File: config.mk
export PLATFORM = sky130hd
export DESIGN_NAME = gpio_setclr_port
export DESIGN_NICKNAME = d
export VERILOG_FILES = /design/src/rtl/gpio_setclr_pkg.sv /design/src/rtl/gpio_reg_decode.sv /design/src/rtl/gpio_pin_bank.sv /design/src/rtl/gpio_in_sync.sv /design/src/rtl/gpio_setclr_port.sv
export SDC_FILE = /design/constraint.sdc
export NUM_CORES = 1
export LEC_CHECK = 0
export BUFFER_PORTS_ARGS = -buffer_cell sky130_fd_sc_hd__buf_2
export CAP_MARGIN = 20
export CORE_UTILIZATION = 40
export CTS_BUF_LIST = sky130_fd_sc_hd__clkbuf_8
export CTS_CLUSTER_DIAMETER = 60
export DETAILED_ROUTE_END_ITERATION = 10
export PLACE_DENSITY = 0.65
export SETUP_SLACK_MARGIN = 0.5
export SLEW_MARGIN = 20
export SYNTH_ARGS = -nofsm -noshare
export SYNTH_HDL_FRONTEND = slang
export SYNTH_SLANG_ARGS = --single-unit
File: constraint.sdc
create_clock -name clk -period 1.4 [get_ports clk]
set_clock_uncertainty 0.15 [all_clocks]
set_input_delay 0 -clock clk [delete_from_list [all_inputs] [get_ports clk]]
set_output_delay 0 -clock clk [all_outputs]
set_load 0.05 [all_outputs]
File: src/rtl/gpio_setclr_pkg.sv
package gpio_setclr_pkg;
  localparam int ADDR_W = 3;

  // Register select; the offsets are what software decodes.
  typedef enum logic [ADDR_W-1:0] {
    REG_SET  = 3'd0,
    REG_CLR  = 3'd1,
    REG_TRI  = 3'd2,
    REG_PINS = 3'd3,
    REG_ARM  = 3'd4
  } reg_sel_e;
endpackage

File: src/rtl/gpio_reg_decode.sv
module gpio_reg_decode
  import gpio_setclr_pkg::*;
(
  input  logic              wr_en,
  input  logic              rd_en,
  input  logic [ADDR_W-1:0] addr,
  output logic              do_set,
  output logic              do_clr,
  output logic              do_tri,
  output logic              do_arm,
  output logic              do_rd_pins
);
  always_comb begin
    do_set     = wr_en && (addr == REG_SET);
    do_clr     = wr_en && (addr == REG_CLR);
    do_tri     = wr_en && (addr == REG_TRI);
    do_arm     = wr_en && (addr == REG_ARM);
    do_rd_pins = rd_en && (addr == REG_PINS);
  end
endmodule

File: src/rtl/gpio_pin_bank.sv
module gpio_pin_bank #(
  parameter int N = 32
) (
  input  logic         clk,
  input  logic         rst,
  input  logic         do_set,
  input  logic         do_clr,
  input  logic         do_tri,
  input  logic [N-1:0] wdata,
  output logic [N-1:0] pin_out,
  output logic [N-1:0] pin_oe
);
  // One latch pair per pin; a set or clear access claims the pin as output.
  for (genvar i = 0; i < N; i++) begin : g_pin
    always_ff @(posedge clk) begin
      if (rst) begin
        pin_out[i] <= 1'b0;
        pin_oe[i]  <= 1'b0;
      end else if (wdata[i]) begin
        if (do_set) begin
          pin_out[i] <= 1'b1;
          pin_oe[i]  <= 1'b1;
        end else if (do_clr) begin
          pin_out[i] <= 1'b0;
          pin_oe[i]  <= 1'b1;
        end else if (do_tri) begin
          pin_oe[i]  <= 1'b0;
        end
      end
    end
  end
endmodule

File: src/rtl/gpio_in_sync.sv
module gpio_in_sync #(
  parameter int N      = 32,
  parameter int STAGES = 2
) (
  input  logic         clk,
  input  logic         rst,
  input  logic         do_arm,
  input  logic [N-1:0] pin_in,
  output logic [N-1:0] pin_state
);
  logic [N-1:0] stage_q [STAGES];
  logic         armed_q;

  for (genvar s = 0; s < STAGES; s++) begin : g_stage
    always_ff @(posedge clk) begin
      if (rst) stage_q[s] <= '0;
      else if (s == 0) stage_q[s] <= pin_in;
      else stage_q[s] <= stage_q[(s > 0) ? s-1 : 0];
    end
  end

  // The data of the arming write is deliberately not looked at.
  always_ff @(posedge clk) begin
    if (rst)         armed_q <= 1'b0;
    else if (do_arm) armed_q <= 1'b1;
  end

  assign pin_state = armed_q ? stage_q[STAGES-1] : '0;
endmodule

File: src/rtl/gpio_setclr_port.sv
module gpio_setclr_port
  import gpio_setclr_pkg::*;
#(
  parameter int N = 32
) (
  input  logic              clk,
  input  logic              rst,
  input  logic              wr_en,
  input  logic              rd_en,
  input  logic [ADDR_W-1:0] addr,
  input  logic [N-1:0]      wdata,
  output logic [N-1:0]      rdata,
  input  logic [N-1:0]      pin_in,
  output logic [N-1:0]      pin_out,
  output logic [N-1:0]      pin_oe
);
  logic do_set, do_clr, do_tri, do_arm, do_rd_pins;
  logic [N-1:0] pin_state;

  gpio_reg_decode u_dec (
    .wr_en(wr_en), .rd_en(rd_en), .addr(addr),
    .do_set(do_set), .do_clr(do_clr), .do_tri(do_tri),
    .do_arm(do_arm), .do_rd_pins(do_rd_pins)
  );

  gpio_pin_bank #(.N(N)) u_bank (
    .clk(clk), .rst(rst),
    .do_set(do_set), .do_clr(do_clr), .do_tri(do_tri),
    .wdata(wdata), .pin_out(pin_out), .pin_oe(pin_oe)
  );

  gpio_in_sync #(.N(N), .STAGES(2)) u_sync (
    .clk(clk), .rst(rst), .do_arm(do_arm),
    .pin_in(pin_in), .pin_state(pin_state)
  );

  always_ff @(posedge clk) begin
    if (rst) rdata <= '0;
    else     rdata <= do_rd_pins ? pin_state : '0;
  end
endmodule

---- Word-level counts from Yosys, hierarchy flattened ----
Memory sizes are Yosys's and may differ from the RTL's. A register that Yosys moved wholly into a read port is not among the register bits.
Index checks and enable logic that the tools add are counted.
storage, ports and cells
  bits in registers ....................... 65
  RAM bits ................................ 64
  input port bits ......................... 71
  word-level logic and storage cells ...... 157
  memories ................................ 1
memory list
  memory          depth  width  read ports  clocked after memory_dff  write ports  line                source
  u_sync.stage_q  2      32     2           1                         2            gpio_in_sync.sv:11  logic [N-1:0] stage_q [STAGES];
operators by class
  equality and inequality tests ........... 4
  muxes and demuxes ....................... 10
  bitwise logic cells ..................... 4
  reduce and logical (&&, ||, !) cells .... 73
operators with widths
  cell                number
  $reduce_and 2->1    64
  $mux 32             2
  $mux 1              8
  $eq 3x2->1 const B  2
  $logic_and 1x1->1   5
  $eq 3x1->1 const B  1
  $eq 3x3->1 const B  1
  $logic_not 3->1     1
  $reduce_bool 3->1   1
  $reduce_or 3->1     1
  $not 1->1           2
  $or 1x1->1          2
  $reduce_bool 2->1   1

---- Longest topological paths before layout ----
Gate-level depths: netlist of run 1.
  depth after elaboration ................. 5
  gate-level depth with buffers ........... 5
  depth with buffers taken out ............ 3

---- By module ----
Synthesis of run 1 repeated with hierarchy kept, for this count alone.
unflattened totals
  cells, all modules ...................... 527
  area, all modules ....................... 5871.9 µm²
by module, submodules not included
  module            instances  cells an instance  area each (µm²)  sequential area each (µm²)
  gpio_pin_bank     1          280                2785.2           1281.2
  gpio_in_sync      1          172                2025.7           1301.2
  gpio_setclr_port  1          70                 998.5            640.6
  gpio_reg_decode   1          5                  62.6             0.0

---- Worst setup path after synthesis of run 1 ----
No wires, ideal clock.
  kind .................................... reg-to-reg
  start point ............................. register u_bank.pin_out[0] (netlist name)
  end point ............................... register u_bank.pin_out[0]
  library setup time ...................... 0.086 ns
  data arrival time ....................... 0.889 ns
  required time ........................... 1.164 ns
  setup slack ............................. 0.275 ns
  cell stages (with the launch flop) ...... 3
  buffers on the path ..................... 0
  period minus slack after synthesis ...... 1.125 ns
  cell sequence ........................... dfxtp_1 -> nor2_1 -> a211oi_1
RTL lines
  item                            line                 source
  end signal: indexed assignment  gpio_pin_bank.sv:17  pin_out[i] <= 1'b0;
  end signal: indexed assignment  gpio_pin_bank.sv:21  pin_out[i] <= 1'b1;
  end signal: indexed assignment  gpio_pin_bank.sv:24  pin_out[i] <= 1'b0;
  end: declaration                gpio_pin_bank.sv:10  output logic [N-1:0] pin_out,

---- Worst setup path after layout of run 1 ----
  start point ............................. register rdata[15], read port of u_sync.stage_q
  end point ............................... output port rdata[15]
RTL lines
  item                line                    source
  start: declaration  gpio_setclr_port.sv:12  output logic [N-1:0] rdata,
No word-level cell between the ends.

==> Flow_metrics.wiki, run 1 <==
{| class="wikitable"
! Metric !! Value
|-
| Met3 layer usage reported by global route || 7.71%
|-
| Global routing met1 resource utilization || 23.8%
|-
| Slowest cell on crit path || sky130_fd_sc_hd__dfxtp_2
|-
| Global route overflow || 0
|-
| Total Neg Setup Slack || 0 ns
|-
| Detailed-route DRC error count || 0
|-
| Simple logic cell fraction of the synthesized area || 27.0%
|-
| Kind of start point of the critical path || flip-flop
|-
| Crit path buffers/inverters || 1
|-
| Iteration count of the initial detailed-routing pass || 6
|-
| Number of antenna diodes || 0
|-
| RR Endpoint || rdata[11]
|-
| Total nets after synthesis || 596
|-
| Detailed placer's ending HPWL || 7930 µm
|-
| Clk slew on worst S/H paths || 0.10 ns
|-
| Detailed-route wire length || 16,100 µm
|-
| Cell depth of the worst min-delay path || 5
|-
| Standby leakage power || 3.98 nW
|-
| Netlist cell types || 19
|-
| Hold Slack || -0.0469 ns
|-
| Area share of fa/ha/maj cells after synthesis || 0%
|-
| Number of hold violations in the final report || 5
|-
| Initial DRC Count || 185
|-
| Multi-input gate area || 2390 µm²
|-
| Number of buffers inserted during clock tree synthesis || 17
|-
| Post-layout net count || 864
|-
| Internal power summed over all cells || 7.21 mW
|-
| Maximum number of pins on one net before global-route repair || 130
|-
| Minimum clock period || 1.12 ns
|-
| Share of total power in the clock network || 35.6%
|-
| Effective utilization at floorplan || 41.2%
|-
| Via count of the first global-routing pass || 4,531
|-
| Final core area utilization || 71.2%
|-
| Layout filler cell count || 875
|-
| Switching portion of total power || 27.8%
|-
| Reg2reg path depth || 3
|-
| Worst hold start || wdata[30]
|-
| Core region area || 13,300 µm²
|-
| Global routing met2 resource utilization || 35.0%
|-
| Run status || finished with violations
|-
| Final weighted congestion in routability-driven placement || 0.755
|-
| Required time of the worst setup path || 1.25 ns
|-
| Hold Path End || u_bank.pin_oe[30]
|-
| Rel. slew slack || 59.2%
|-
| Deepest clock path buffer count || 2
|-
| Gr usage total || 20.8%
|-
| Classification of the worst setup path || reg -> out
|-
| Proportion of power drawn by combinational gates || 15.9%
|-
| Wire length of the first global-routing pass || 22,800 µm
|-
| Routed len/inst || 16.4 µm
|-
| CTS tree || built
|-
| Combined area of all synthesized cells || 5480 µm²
|-
| Num Clock Sinks || 161
|-
| Reg-to-reg setup timing slack || 0.30 ns
|-
| Critical path's largest stage delay || 0.37 ns
|-
| Root buffer cell || sky130_fd_sc_hd__clkbuf_8
|-
| Post-synthesis mux area share || 0%
|-
| Overall power after layout || 9.99 mW
|-
| Synthesized area divided by synthesized cell count || 10.4 µm²
|-
| Critical Path Fanout Max || 1
|-
| Origin of the critical flop-to-flop path || u_sync.armed_q
|-
| Sequential cell area || 3450 µm²
|-
| Clock H-tree levels || 4
|-
| Register bit count reported by yosys || 161
|-
| Standard cell area after detailed placement || 6660 µm²
|-
| Switching power total || 2.78 mW
|-
| Upper clock frequency limit || 897 MHz
|-
| Yosys warnings || 0
|-
| Pwr/cell area || 1060 nW/µm²
|-
| Peak ir drop on the vdd network || 0.837 mV
|-
| Ports placed on the boundary || 167
|-
| Violated checks || negative hold slack
|-
| Max-slew violation count || 0
|-
| Compound-cell area share of the yosys netlist || 10.5%
|-
| Area grow syn2layout || 73.0%
|-
| Antenna violations before repair || 0
|-
| Sequential fraction of the synthesis area || 58.9%
|-
| Number of setup violations in the final report || 0
|-
| Share of power burned in registers || 48.4%
|-
| Number of nets still failing antenna checks after routing || 0
|-
| Xor-xnor portion of the synthesized cell area || 0%
|-
| Worst Setup End Kind || output pin
|-
| Clock latency at the later pin of the worst-skew pair || 0.44 ns
|-
| Unrepaired setup endpoints after global routing || true
|-
| Die X-Extent || 119 µm
|-
| Cell area after layout || 9470 µm²
|-
| Top delay family on crit path || flip-flops
|-
| DIE AREA || 14,200 µm²
|-
| Max Cap Viol || 0
|-
| Vertical die dimension || 119 µm
|-
| Type of the tightest min-delay check || in -> reg
|-
| Main combinational cell family by area after synthesis || simple AND/OR/NAND/NOR gates
|-
| Average vias per placed instance || 4.84
|-
| Arrival time of the worst setup path || 0.97 ns
|-
| Sequence of cells on the critical path || buf_8
|-
| Fraction of layout instances using a drive strength above 1 || 55.0%
|-
| Synthesized netlist cell count || 525
|-
| Most Used Layer, Global Route || met2
|-
| Depth of the critical timing path with buffers and inverters included || 1
|-
| Detailed-route via count || 4,754
|-
| Cell row count || 42
|-
| Number of port buffers || 166
|-
| Final cycle utilization of the critical path || 79.6%
|-
| Slew @ Worst Pin || 0.612 ns
|}
[Yosys cell counts]
master                     instances  area share [%]
sky130_fd_sc_hd__dfxtp_1         161              59
sky130_fd_sc_hd__nor2b_1          65             7.4
sky130_fd_sc_hd__a21oi_1          64             5.9
sky130_fd_sc_hd__nor2_1           33             2.3
sky130_fd_sc_hd__a211oi_1         32             4.4
sky130_fd_sc_hd__and2_1           32             3.7
sky130_fd_sc_hd__nand2_1          32             2.2
sky130_fd_sc_hd__nand2b_1         32             3.7
sky130_fd_sc_hd__and4bb_1         29             6.6
sky130_fd_sc_hd__clkbuf_1         24             1.6
sky130_fd_sc_hd__buf_2             6            0.55
sky130_fd_sc_hd__buf_6             6             1.2
sky130_fd_sc_hd__and4bb_2          3            0.69
sky130_fd_sc_hd__a21bo_2           1            0.18
sky130_fd_sc_hd__a31oi_1           1            0.11
sky130_fd_sc_hd__clkbuf_2          1           0.091
sky130_fd_sc_hd__inv_1             1           0.068
sky130_fd_sc_hd__nand4b_1          1            0.16
sky130_fd_sc_hd__nor3b_4           1            0.34
[cell families after synthesis]
| logic type | after synthesis |
|---|---|
| and+or+nand+nor | 228 |
| DFF | 161 |
| AOI/OAI and AO/OA | 98 |
| buffers and inverters | 38 |
[layout make-up]
type / count / area share, %
Inverter: 1 / 0.0396
Tap cell: 176 / 2.33
Timing Repair Buffer: 286 / 31.5
Sequential cell: 161 / 36.5
Multi-Input combinational cell: 326 / 25.2
Clock buffer: 18 / 2.62
Clock inverter: 14 / 1.77
[per-layer routing]
metal / vias up / part of all wire, %
li1: 2298 / -
met1: 2279 / 40
met2: 150 / 53
met3: 27 / 5.3
met4: 0 / 2.1
met5: - / 0
[state kept, by name, summed over array words and instances, names as in the netlist]
register        cells
u_sync.stage_q     64
rdata              32
u_bank.pin_oe      32
u_bank.pin_out     32
u_sync.armed_q      1
[layout by cell type, fill, tap and decap left out, types with 3 or more instances in the layout]
cell                             instances
sky130_fd_sc_hd__dfxtp_2                53
sky130_fd_sc_hd__and4bb_2               20
sky130_fd_sc_hd__a211oi_1               11
sky130_fd_sc_hd__nor2b_1                65
sky130_fd_sc_hd__nand2_1                32
sky130_fd_sc_hd__a21oi_2                31
sky130_fd_sc_hd__dlymetal6s4s_1         15
sky130_fd_sc_hd__dfxtp_4                44
sky130_fd_sc_hd__dfxtp_1                64
sky130_fd_sc_hd__nor2_2                 13
sky130_fd_sc_hd__buf_8                  74
sky130_fd_sc_hd__a21oi_4                 3
sky130_fd_sc_hd__dlygate4sd3_1          52
sky130_fd_sc_hd__clkbuf_8               18
sky130_fd_sc_hd__buf_12                  5
sky130_fd_sc_hd__and4bb_1               11
sky130_fd_sc_hd__nor2_4                  5
sky130_fd_sc_hd__buf_6                  50
sky130_fd_sc_hd__inv_6                   6
sky130_fd_sc_hd__a21oi_1                30
sky130_fd_sc_hd__buf_2                  69
sky130_fd_sc_hd__nor2_1                 15
sky130_fd_sc_hd__inv_8                   3
sky130_fd_sc_hd__buf_4                  21
sky130_fd_sc_hd__nand2b_1               32
sky130_fd_sc_hd__a211oi_2               21
sky130_fd_sc_hd__and2_1                 32
[worst max path at each step]
stage	slack, ns	end	from
after floorplan	0.38	rdata[0]	u_sync.armed_q
after global placement	0.15	u_bank.pin_oe[2]	wr_en
after detailed placement	0.07	u_bank.pin_oe[21]	addr[1]
after CTS	0.25	pin_out[7]	u_bank.pin_out[7]
after global routing	0.22	rdata[15]	rdata[15]
final	0.28	rdata[15]	rdata[15]
[through the flow]
step | std cells | worst slack [ns] | hold WS [ns]
final | 982 | 0.285 | -0.0469
after global routing | 982 | 0.219 | -0.0491
after CTS | 961 | 0.245 | -0.0349
after detailed placement | 840 | 0.0743 | 0.0666
after global placement | 840 | 0.145 | 0.0570
after floorplan | 525 | 0.380 | -0.0218
[what timing repair did]
item	in CTS	in global routing
pin swaps	0	81
hold buffers	67	7
endpoints found under the setup margin	128	193
endpoints found under the hold margin	147	20
resized for setup	282	163
setup buffers	22	21
[power groups by stage]
stage               combinational (mW)  sequential, mW  clock [mW]
floorplan                        0.379            5.22           0
global placement                 0.967            4.90           0
detailed placement               0.987            4.91           0
CTS                               1.36            4.83        3.64
global route                      1.68            4.86        3.88
finish                            1.59            4.84        3.56
Note: power is estimated with default switching activity, not from simulation.
==> run 2, diff against run 1 <==
--- a/config.mk
+++ b/config.mk
@@ -5,13 +5,14 @@
 export SDC_FILE = /design/constraint.sdc
 export NUM_CORES = 1
 export LEC_CHECK = 0
+export ABC_AREA = 1
 export BUFFER_PORTS_ARGS = -buffer_cell sky130_fd_sc_hd__buf_2
 export CAP_MARGIN = 20
 export CORE_UTILIZATION = 40
 export CTS_BUF_LIST = sky130_fd_sc_hd__clkbuf_8
 export CTS_CLUSTER_DIAMETER = 60
 export DETAILED_ROUTE_END_ITERATION = 10
-export PLACE_DENSITY = 0.65
+export PLACE_DENSITY = 0.67
 export SETUP_SLACK_MARGIN = 0.5
 export SLEW_MARGIN = 20
 export SYNTH_ARGS = -nofsm -noshare
==> constraint.sdc (replaced) <==
create_clock -name clk -period 1 [get_ports clk]
set_clock_uncertainty 0.15 [all_clocks]
set_input_delay 0 -clock clk [delete_from_list [all_inputs] [get_ports clk]]
set_output_delay 0 -clock clk [all_outputs]
set_load 0.05 [all_outputs]
==> run 2 against run 1 <==
Net effect:
- sequential power is 36% higher
- synthesized cell count rose by 26%
- register-to-register slack got worse by 0.44 ns
- critical path type is now reg -> reg
- the run ends with negative hold slack, negative setup slack left
- largest cell class unchanged
- first-iteration DRC count grew 84%
- highest routed layer unchanged
- count of clock-buffer cells in the layout stayed put
- routed wire length is 1.4% lower
- cell count is 6.4% higher
- global-route usage increased by 1.4 points
- die area decreased by 1.8%
==> Flow_metrics.wiki, run 2 <==
{| class="wikitable"
! Metric !! Value
|-
| Reg2reg path depth || 4
|-
| Global route overflow || 0
|-
| Num Clock Sinks || 161
|-
| Largest cells by area after synthesis || sky130_fd_sc_hd__dfxtp_1, sky130_fd_sc_hd__nor2_1, sky130_fd_sc_hd__inv_1
|-
| Synthesized netlist cell count || 661
|-
| Routed len/inst || 15.2 µm
|-
| Clock H-tree levels || 4
|-
| Final cycle utilization of the critical path || 114%
|-
| Hold_buf cts || 4
|-
| Initial DRC Count || 340
|-
| Largest reg by FF count || u_sync.stage_q
|-
| Detailed-route wire length || 15,900 µm
|-
| Cell row count || 41
|-
| Deepest clock path buffer count || 2
|-
| Minimum clock period || 1.14 ns
|-
| Critical Path Fanout Max || 8
|-
| Root buffer cell || sky130_fd_sc_hd__clkbuf_8
|-
| CP Capture Point || rdata[26]
|-
| Post-place setup slack || -0.154 ns
|-
| Wire length of the first global-routing pass || 24,000 µm
|-
| Area grow syn2layout || 71.3%
|-
| Iteration count of the initial detailed-routing pass || 6
|-
| Ranking of synthesized cells by instance count || sky130_fd_sc_hd__dfxtp_1, sky130_fd_sc_hd__nor2_1, sky130_fd_sc_hd__inv_1, sky130_fd_sc_hd__nand2_1, sky130_fd_sc_hd__a21oi_1
|-
| DIE AREA || 13,900 µm²
|-
| Library cell occupying the most area in the post-synthesis netlist || sky130_fd_sc_hd__dfxtp_1
|-
| Leading cell type in the layout, fill and taps excluded || sky130_fd_sc_hd__dfxtp_4
|-
| Fraction of layout instances using a drive strength above 1 || 56.4%
|-
| Max reg flops || 64
|-
| Peak ir drop on the vdd network || 0.822 mV
|-
| Number of setup violations in the final report || 128
|-
| Number of buffers inserted during clock tree synthesis || 17
|-
| Effective utilization at floorplan || 41.8%
|-
| Classification of the worst setup path || reg -> reg
|-
| Worst Setup End Kind || flip-flop
|-
| Most used DFF post-synth || sky130_fd_sc_hd__dfxtp_1
|-
| Critical Path Start || u_sync.armed_q
|-
| Final weighted congestion in routability-driven placement || 0.787
|-
| Vertical die dimension || 118 µm
|-
| Violated checks || negative hold slack, negative setup slack
|-
| Unrepaired setup endpoints after global routing || true
|-
| Rel. slew slack || 73.7%
|-
| Highest-count cells in the layout ignoring fill and taps || sky130_fd_sc_hd__dfxtp_4, sky130_fd_sc_hd__nor2_1, sky130_fd_sc_hd__buf_8
|-
| CTS tree || built
|-
| Average vias per placed instance || 4.79
|-
| Pwr/cell area || 1450 nW/µm²
|-
| Fraction of registers with async set or reset after synthesis || 0%
|-
| Required time of the worst setup path || 1.22 ns
|-
| Antenna violations before repair || 1
|-
| Number of flops mapped to enable cells by yosys || 0
|-
| Hold Slack || -0.392 ns
|-
| Max-slew violation count || 0
|-
| Run status || finished with violations
|-
| Post-synth top area share || 59.9%
|-
| Kind of start point of the critical path || flip-flop
|-
| Sequential fraction of the synthesis area || 59.9%
|-
| Detailed-route DRC error count || 0
|-
| Standby leakage power || 3.88 nW
|-
| Via count of the first global-routing pass || 4,874
|-
| Number of nets still failing antenna checks after routing || 0
|-
| Post-layout net count || 930
|-
| Clk slew on worst S/H paths || 0.08 ns
|-
| RR Endpoint || rdata[26]
|-
| Slew @ Worst Pin || 0.395 ns
|-
| Type of the tightest min-delay check || in -> reg
|-
| Register bit count reported by yosys || 161
|-
| Total nets after synthesis || 732
|-
| Detailed placer's ending HPWL || 8610 µm
|-
| Clock latency at the later pin of the worst-skew pair || 0.44 ns
|-
| Gr usage total || 22.1%
|-
| Detailed-route via count || 5,001
|-
| Reg-to-reg setup timing slack || -0.14 ns
|-
| Synthesized area divided by synthesized cell count || 8.13 µm²
|-
| Arrival time of the worst setup path || 1.36 ns
|-
| Upper clock frequency limit || 878 MHz
|-
| Origin of the critical flop-to-flop path || u_sync.armed_q
|-
| Dominant cell by count in the synthesized netlist || sky130_fd_sc_hd__dfxtp_1
|-
| Die X-Extent || 118 µm
|-
| Number of port buffers || 166
|-
| Max Cap Viol || 0
|-
| Core region area || 12,900 µm²
|-
| Netlist cell types || 16
|-
| Setup WS post-layout || -0.139 ns
|-
| Ports placed on the boundary || 167
|-
| Maximum number of pins on one net before global-route repair || 43
|-
| Number of hold violations in the final report || 133
|-
| Combined area of all synthesized cells || 5380 µm²
|-
| Yosys warnings || 0
|}
-- run 2: report_power, final --
part / switching, mW / internal (mW)
combinational: 0.988 / 0.661
clock: 2.35 / 2.79
sequential: 0.135 / 6.43
-- run 2: worst max-delay path, cell delays in order, from the launching register on --
cell	delay, ns
sky130_fd_sc_hd__dfxtp_2	0.36
sky130_fd_sc_hd__nand4_4	0.15
sky130_fd_sc_hd__buf_6	0.18
sky130_fd_sc_hd__buf_16	0.15
sky130_fd_sc_hd__nor2_4	0.08
-- run 2: layout make-up --
| class | count | area, µm² |
|---|---|---|
| diodes | 1 | 2.50 |
| clock buffers | 18 | 248 |
| clock inverters | 14 | 186 |
| fillers | 884 | 3660 |
| inverters | 100 | 378 |
| multi-input cells | 360 | 2090 |
| flip-flops and latches | 161 | 3610 |
| well taps | 172 | 215 |
| repair buffers | 219 | 2480 |
-- run 2: worst min path at each step --
stage / startpoint / endpoint / slack [ns] / cells after the start
2_1_floorplan: pin_in[0] / u_sync.stage_q[0][0] / -0.04 / 2
3_3_place_gp: pin_in[30] / u_sync.stage_q[0][30] / 0.05 / 3
3_5_place_dp: pin_in[7] / u_sync.stage_q[0][7] / 0.05 / 3
4_1_cts: pin_in[29] / u_sync.stage_q[0][29] / -0.43 / 3
5_1_grt: pin_in[1] / u_sync.stage_q[0][1] / -0.44 / 3
6_report: pin_in[1] / u_sync.stage_q[0][1] / -0.39 / 3
-- run 2: layer usage --
| metal | up-vias | share of wire (%) | GRT usage, % |
|---|---|---|---|
| met5 | - | 0 | 0 |
| met4 | 0 | 1.8 | 10.3 |
| met3 | 20 | 5.8 | 6.93 |
| met2 | 178 | 53 | 39.4 |
| met1 | 2363 | 39 | 23.7 |
| li1 | 2440 | - | - |
-- run 2: metrics by stage --
stage	cells	instance area (µm²)	total power, mW	setup TNS [ns]	utilization, %
6_report	1045	9210	13.3	-12.64	71.5
5_1_grt	1045	9210	13.9	-19.28	71.5
4_1_cts	1019	8660	13.3	-15.28	67.3
3_5_place_dp	974	6830	7.88	-9.20	53.0
3_3_place_gp	974	6830	7.84	-7.17	53.0
2_1_floorplan	661	5870	7.46	0	-
-- run 2: timing repair --
item                                   CTS  global route
endpoints found under the hold margin  161           161
pin swaps                               42            36
buffers inserted                         6            25
setup endpoints to repair              225           229
cloned                                   3             0
gates resized for setup                371           126
-- run 2: cell families (layout without fill, tap and decap cells) --
| kind of cell | Yosys count | count (layout) | synth area share (%) |
|---|---|---|---|
| simple gates | 295 | 295 | 23.4 |
| flops | 161 | 161 | 59.9 |
| buf+inv | 140 | 351 | 10.6 |
| compound gates | 65 | 65 | 6.07 |
| other cells | 0 | 1 | 0 |
